File: src/rtl/ext_irq_pkg.sv
package ext_irq_pkg;

  typedef enum logic [1:0] {
    SENSE_LOW  = 2'b00,
    SENSE_ANY  = 2'b01,
    SENSE_FALL = 2'b10,
    SENSE_RISE = 2'b11
  } sense_e;

  localparam logic [1:0] ADDR_SENSE = 2'd0;
  localparam logic [1:0] ADDR_EN    = 2'd1;
  localparam logic [1:0] ADDR_CMASK = 2'd2;

  localparam int EN_PIN_BIT = 6;
  localparam int EN_CHG_BIT = 5;

  // Edge or change event for the dedicated pin; level mode never flags.
  function automatic logic pin_event(sense_e mode, logic cur, logic prev);
    logic ev;
    unique case (mode)
      SENSE_ANY:  ev = cur ^ prev;
      SENSE_FALL: ev = prev & ~cur;
      SENSE_RISE: ev = cur & ~prev;
      default:    ev = 1'b0;
    endcase
    return ev;
  endfunction

  // Level-mode request condition: active while the pin is low.
  function automatic logic level_active(logic cur);
    return ~cur;
  endfunction

endpackage

File: src/rtl/eis_sync.sv
module eis_sync #(
  parameter int WIDTH  = 7,
  parameter int STAGES = 2
) (
  input  logic             clk,
  input  logic             rst_n,
  input  logic [WIDTH-1:0] d,
  output logic [WIDTH-1:0] q
);
  logic [STAGES-1:0][WIDTH-1:0] chain;

  always_ff @(posedge clk or negedge rst_n) begin
    if (!rst_n) chain[0] <= '0;
    else        chain[0] <= d;
  end

  for (genvar s = 1; s < STAGES; s++) begin : g_stage
    always_ff @(posedge clk or negedge rst_n) begin
      if (!rst_n) chain[s] <= '0;
      else        chain[s] <= chain[s-1];
    end
  end

  assign q = chain[STAGES-1];
endmodule

File: src/rtl/eis_regs.sv
module eis_regs
  import ext_irq_pkg::*;
#(
  parameter int NUM_CHG = 6
) (
  input  logic               clk,
  input  logic               rst_n,
  input  logic               we,
  input  logic [1:0]         addr,
  input  logic [7:0]         wdata,
  output logic [7:0]         rdata,
  output sense_e             sense_mode,
  output logic               en_pin,
  output logic               en_chg,
  output logic [NUM_CHG-1:0] chg_mask
);
  always_ff @(posedge clk or negedge rst_n) begin
    if (!rst_n) begin
      sense_mode <= SENSE_LOW;
      en_pin     <= 1'b0;
      en_chg     <= 1'b0;
      chg_mask   <= '0;
    end else if (we) begin
      unique case (addr)
        ADDR_SENSE: sense_mode <= sense_e'(wdata[1:0]);
        ADDR_EN: begin
          en_pin <= wdata[EN_PIN_BIT];
          en_chg <= wdata[EN_CHG_BIT];
        end
        ADDR_CMASK: chg_mask <= wdata[NUM_CHG-1:0];
        default: ;
      endcase
    end
  end

  always_comb begin
    rdata = '0;
    unique case (addr)
      ADDR_SENSE: rdata[1:0] = sense_mode;
      ADDR_EN: begin
        rdata[EN_PIN_BIT] = en_pin;
        rdata[EN_CHG_BIT] = en_chg;
      end
      ADDR_CMASK: rdata[NUM_CHG-1:0] = chg_mask;
      default: ;
    endcase
  end
endmodule

File: src/rtl/eis_flag.sv
module eis_flag (
  input  logic clk,
  input  logic rst_n,
  input  logic set,
  input  logic clr,
  output logic flag
);
  // A set in the same cycle as a clear wins, so no event is lost.
  always_ff @(posedge clk or negedge rst_n) begin
    if (!rst_n)   flag <= 1'b0;
    else if (set) flag <= 1'b1;
    else if (clr) flag <= 1'b0;
  end
endmodule

File: src/rtl/ext_irq_sense.sv
module ext_irq_sense
  import ext_irq_pkg::*;
#(
  parameter int NUM_CHG     = 6,
  parameter int SYNC_STAGES = 2
) (
  input  logic               clk,
  input  logic               rst_n,
  input  logic               irq_pin,
  input  logic [NUM_CHG-1:0] chg_pins,
  input  logic               gie,
  input  logic               ack_pin,
  input  logic               ack_chg,
  input  logic               reg_we,
  input  logic [1:0]         reg_addr,
  input  logic [7:0]         reg_wdata,
  output logic [7:0]         reg_rdata,
  output logic               req_pin,
  output logic               req_chg
);
  localparam int IN_W = NUM_CHG + 1;

  sense_e             sense_mode;
  logic               en_pin, en_chg;
  logic [NUM_CHG-1:0] chg_mask;

  logic [IN_W-1:0]    in_sync, in_prev;
  logic               pin_s, pin_p;
  logic [NUM_CHG-1:0] chg_s, chg_p;

  logic pin_evt, chg_evt;
  logic pin_flag, chg_flag;

  eis_regs #(.NUM_CHG(NUM_CHG)) u_regs (
    .clk, .rst_n,
    .we(reg_we), .addr(reg_addr), .wdata(reg_wdata), .rdata(reg_rdata),
    .sense_mode, .en_pin, .en_chg, .chg_mask
  );

  eis_sync #(.WIDTH(IN_W), .STAGES(SYNC_STAGES)) u_sync (
    .clk, .rst_n, .d({chg_pins, irq_pin}), .q(in_sync)
  );

  always_ff @(posedge clk or negedge rst_n) begin
    if (!rst_n) in_prev <= '0;
    else        in_prev <= in_sync;
  end

  assign pin_s = in_sync[0];
  assign pin_p = in_prev[0];
  assign chg_s = in_sync[IN_W-1:1];
  assign chg_p = in_prev[IN_W-1:1];

  assign pin_evt = pin_event(sense_mode, pin_s, pin_p);
  assign chg_evt = |((chg_s ^ chg_p) & chg_mask);

  eis_flag u_pin_flag (
    .clk, .rst_n, .set(pin_evt), .clr(ack_pin), .flag(pin_flag)
  );

  eis_flag u_chg_flag (
    .clk, .rst_n, .set(chg_evt), .clr(ack_chg), .flag(chg_flag)
  );

  always_comb begin
    if (sense_mode == SENSE_LOW) req_pin = gie & en_pin & level_active(pin_s);
    else                         req_pin = gie & en_pin & pin_flag;
  end

  assign req_chg = gie & en_chg & chg_flag;
endmodule

File: config.mk
export PLATFORM = sky130hd
export DESIGN_NAME = ext_irq_sense
export DESIGN_NICKNAME = d
export VERILOG_FILES = /design/src/rtl/ext_irq_pkg.sv /design/src/rtl/eis_sync.sv /design/src/rtl/eis_regs.sv /design/src/rtl/eis_flag.sv /design/src/rtl/ext_irq_sense.sv
export SDC_FILE = /design/constraint.sdc
export NUM_CORES = 1
export LEC_CHECK = 0
export BUFFER_PORTS_ARGS = -buffer_cell sky130_fd_sc_hd__buf_2
export CAP_MARGIN = 20
export CORE_ASPECT_RATIO = 0.75
export CORE_MARGIN = 1
export CORE_UTILIZATION = 54
export CTS_BUF_LIST = sky130_fd_sc_hd__clkbuf_4
export CTS_CLUSTER_DIAMETER = 60
export DETAILED_ROUTE_END_ITERATION = 6
export PLACE_DENSITY = 0.91
export REMOVE_ABC_BUFFERS = 1
export SYNTH_ARGS = -nofsm -noshare
export SYNTH_HDL_FRONTEND = slang
export SYNTH_HIERARCHICAL = 1
export SYNTH_SLANG_ARGS = --single-unit
File: constraint.sdc
create_clock -name clk -period 2.1 [get_ports clk]
set_clock_uncertainty 0.15 [all_clocks]
set_input_delay 0.105 -clock clk [delete_from_list [all_inputs] [get_ports clk]]
set_output_delay 0.105 -clock clk [all_outputs]
set_load 0.05 [all_outputs]
==> results.tsv <==
metric	value	unit
outcome	complete, no violations	
vias in the first global route	758	
DP Worst Slack	0.652	ns
number of synthesized register bits	33	
total overflow reported by the global router	0	
fin nets	169	
Detailed Route WL	2.01	mm
num rows	15	
worst hold path depth	3	
CP most frequent cell	nor2_1	
Pre-antenna DRT Iters	4	
H-tree depth	2	
setup violators final	0	
setup TNS	0	ns
Comb pwr share	19.9	%
Synth-to-Final Area Change	26.3	%
Worst path max stage delay	0.43	ns
crit-path cells	nor2_1, nor2_1, a211oi_1, buf_2	
CTS tree	done	
drt wl/cell	11.5	um
clk slew on worst S/H paths	0.10	ns
Post-route DRC	0	
Critical Path End Type	primary output	
Internal Pwr Total	0.962	mW
HPWL Detailed	1.46	mm
crit path max fanout	5	
layout cells sized above 1	36.2	%
sequential share of power	56.3	%
commonest non-fill, non-tap cell in the layout	dfrtp_1	
Setup Buffers After CTS	0	
Buf/Inv on CP	1	
Final Hold Fails	0	
Via density	4.59	
CP top delay family	flip-flops	
core area	0.00233	mm2
leakage	0.865	nW
PnR worst setup slack	0.436	ns
most frequent cells in the layout	dfrtp_1 (33), buf_2 (30), dlygate4sd3_1 (17)	
first-pass GRT wire length	3.29	mm
total power	1.33	mW
final period utilization	79.2	%
min-delay worst type	primary input to register	
RSZ-0062 raised after global routing	no	
IO buf count	30	
Die Width	59.4	um
filler cell count	174	
# resized after CTS	0	
minimum clock period	1.66	ns
Via Count	804	
# diodes	0	
library cells used by synthesis	24	
design area	0.00169	mm2
Die Area	0.00268	mm2
clock tree buffer depth	2	
Root Driver	clkbuf_4	
Ports	33	
Peak supply drop	0.000509	V
post-route ant nets	0	
Sink Count	33	
sw frac	27.8	%
die height	45.1	um
Arr. time, crit path	1.41	ns
Initial Util	57.4	%
Worst Reg-to-Reg Cells	6	
Final Max Tran Viols	0	
gpl congestion	0.748	
dpl cell area	0.00147	mm2
Synth Area per Inst	14.1	um2
Yosys Warn Count	6	
Seq/Total Area, Yosys	61.8	%
Req. time, crit path	1.85	ns
relative slew slack	54.0	%
Clock Power Share	23.8	%
Finished Core Util	72.5	%
Levels on crit path	4	
CP Launch Type	register	
initial antenna violation count	0	
pwr/cell area	789	mW/mm2
drt initial violations	44	
Overall Global Routing Usage	18.1	%
Worst Tran Pin Value	0.690	ns
max_cap viols	0	
clk_lat worst skew	0.31	ns
Mapped Area	0.00134	mm2
CP max-delay cell	dfrtp_1	
Setup CP Type	register to primary output	
Peak Freq	0.601	GHz
P_sw	0.370	mW
CTS Buf Count	5	
pin count of the biggest net entering global routing	34	
post-synthesis instance total	95	
[cell families after synthesis]
family / synth area share, %
compound gates: 5.71
xor+xnor: 3.93
fa+ha+maj: 4.68
buf+inv: 6.18
flops: 61.8
mux: 11.0
other cells: 0.281
simple gates: 6.46
[tightest hold or removal path: cells and delay by family]
kind	cells	cell delay, ns
buf+inv	1	0.13
mux	1	0.15
simple gates	1	0.10
[routing by layer]
layer | up-vias | routed length (um) | global-route usage [%]
met2 | 27 | 961 | 28.3
met3 | 8 | 105 | 6.02
met5 | - | 0 | 0
met1 | 371 | 900 | 22.7
li1 | 398 | - | -
met4 | 0 | 40 | 10.0
[cells in the mapped netlist]
master	count	share of area, %
dfrtp_1	33	62
buf_4	8	4.5
inv_1	6	1.7
mux2_4	6	6.7
xor2_1	6	3.9
ha_1	5	4.7
a22oi_1	4	2.2
mux2_2	4	3.4
nand2_1	4	1.1
and2_2	3	1.7
a21o_1	2	1.1
nor2_1	2	0.56
a211oi_1	1	0.56
a22o_1	1	0.66
a22o_2	1	0.75
and2_1	1	0.47
and3_1	1	0.47
conb_1	1	0.28
mux2_1	1	0.84
nand2_4	1	0.84
nand2b_1	1	0.47
nand3_1	1	0.37
nor2b_1	1	0.47
o21ai_1	1	0.37
[state kept, by name, summed over array words and instances, names as in the netlist]
name	count
in_prev	7
u_chg_flag/flag	1
u_pin_flag/flag	1
u_regs/chg_mask	6
u_regs/en_chg	1
u_regs/en_pin	1
u_regs/sense_mode	2
u_sync/chain	7
u_sync/q	7
[path summary, 6_finish.rpt]
kind	slack, ns	from	endpoint
hold / removal	0.03	reg_we	u_regs/en_pin
max in group asynchronous	1.15	rst_n	in_prev[0]
setup / recovery	0.44	u_regs/sense_mode[0]	req_pin
hold reg to reg	0.20	u_sync/chain[5]	u_sync/q[5]
setup reg to reg	0.66	u_sync/q[0]	u_pin_flag/flag
min in group asynchronous	0.20	rst_n	in_prev[4]
[final cells by class]
type	count	area [um2]	area share, %
Clock buffer	6	45.0	2.67
Clock inverter	1	3.75	0.222
Inverter	6	22.5	1.33
Multi-Input combinational cell	48	428	25.4
Sequential cell	33	826	48.9
Tap cell	34	42.5	2.52
Timing Repair Buffer	47	320	19.0
[power by group through the flow]
stage,clock [mW],combinational [mW],sequential (mW)
after floorplan,0,0.180,0.746
after global placement,0,0.235,0.756
after detailed placement,0,0.243,0.763
after CTS,0.335,0.267,0.750
after global routing,0.357,0.288,0.759
final,0.317,0.265,0.750
[timing repair]
item / in CTS / in global routing
hold buffers: 17 / 0
endpoints found under the setup margin: 0 / 0
hold endpoints to repair: 52 / 0
[per-stage QoR]
stage	instances	hold slack [ns]
floorplan	87	-0.341
global placement	151	0.0221
detailed placement	151	0.0355
CTS	175	0.0166
global route	175	0.0293
finish	175	0.0333
Note: power is estimated with default switching activity, not from simulation.
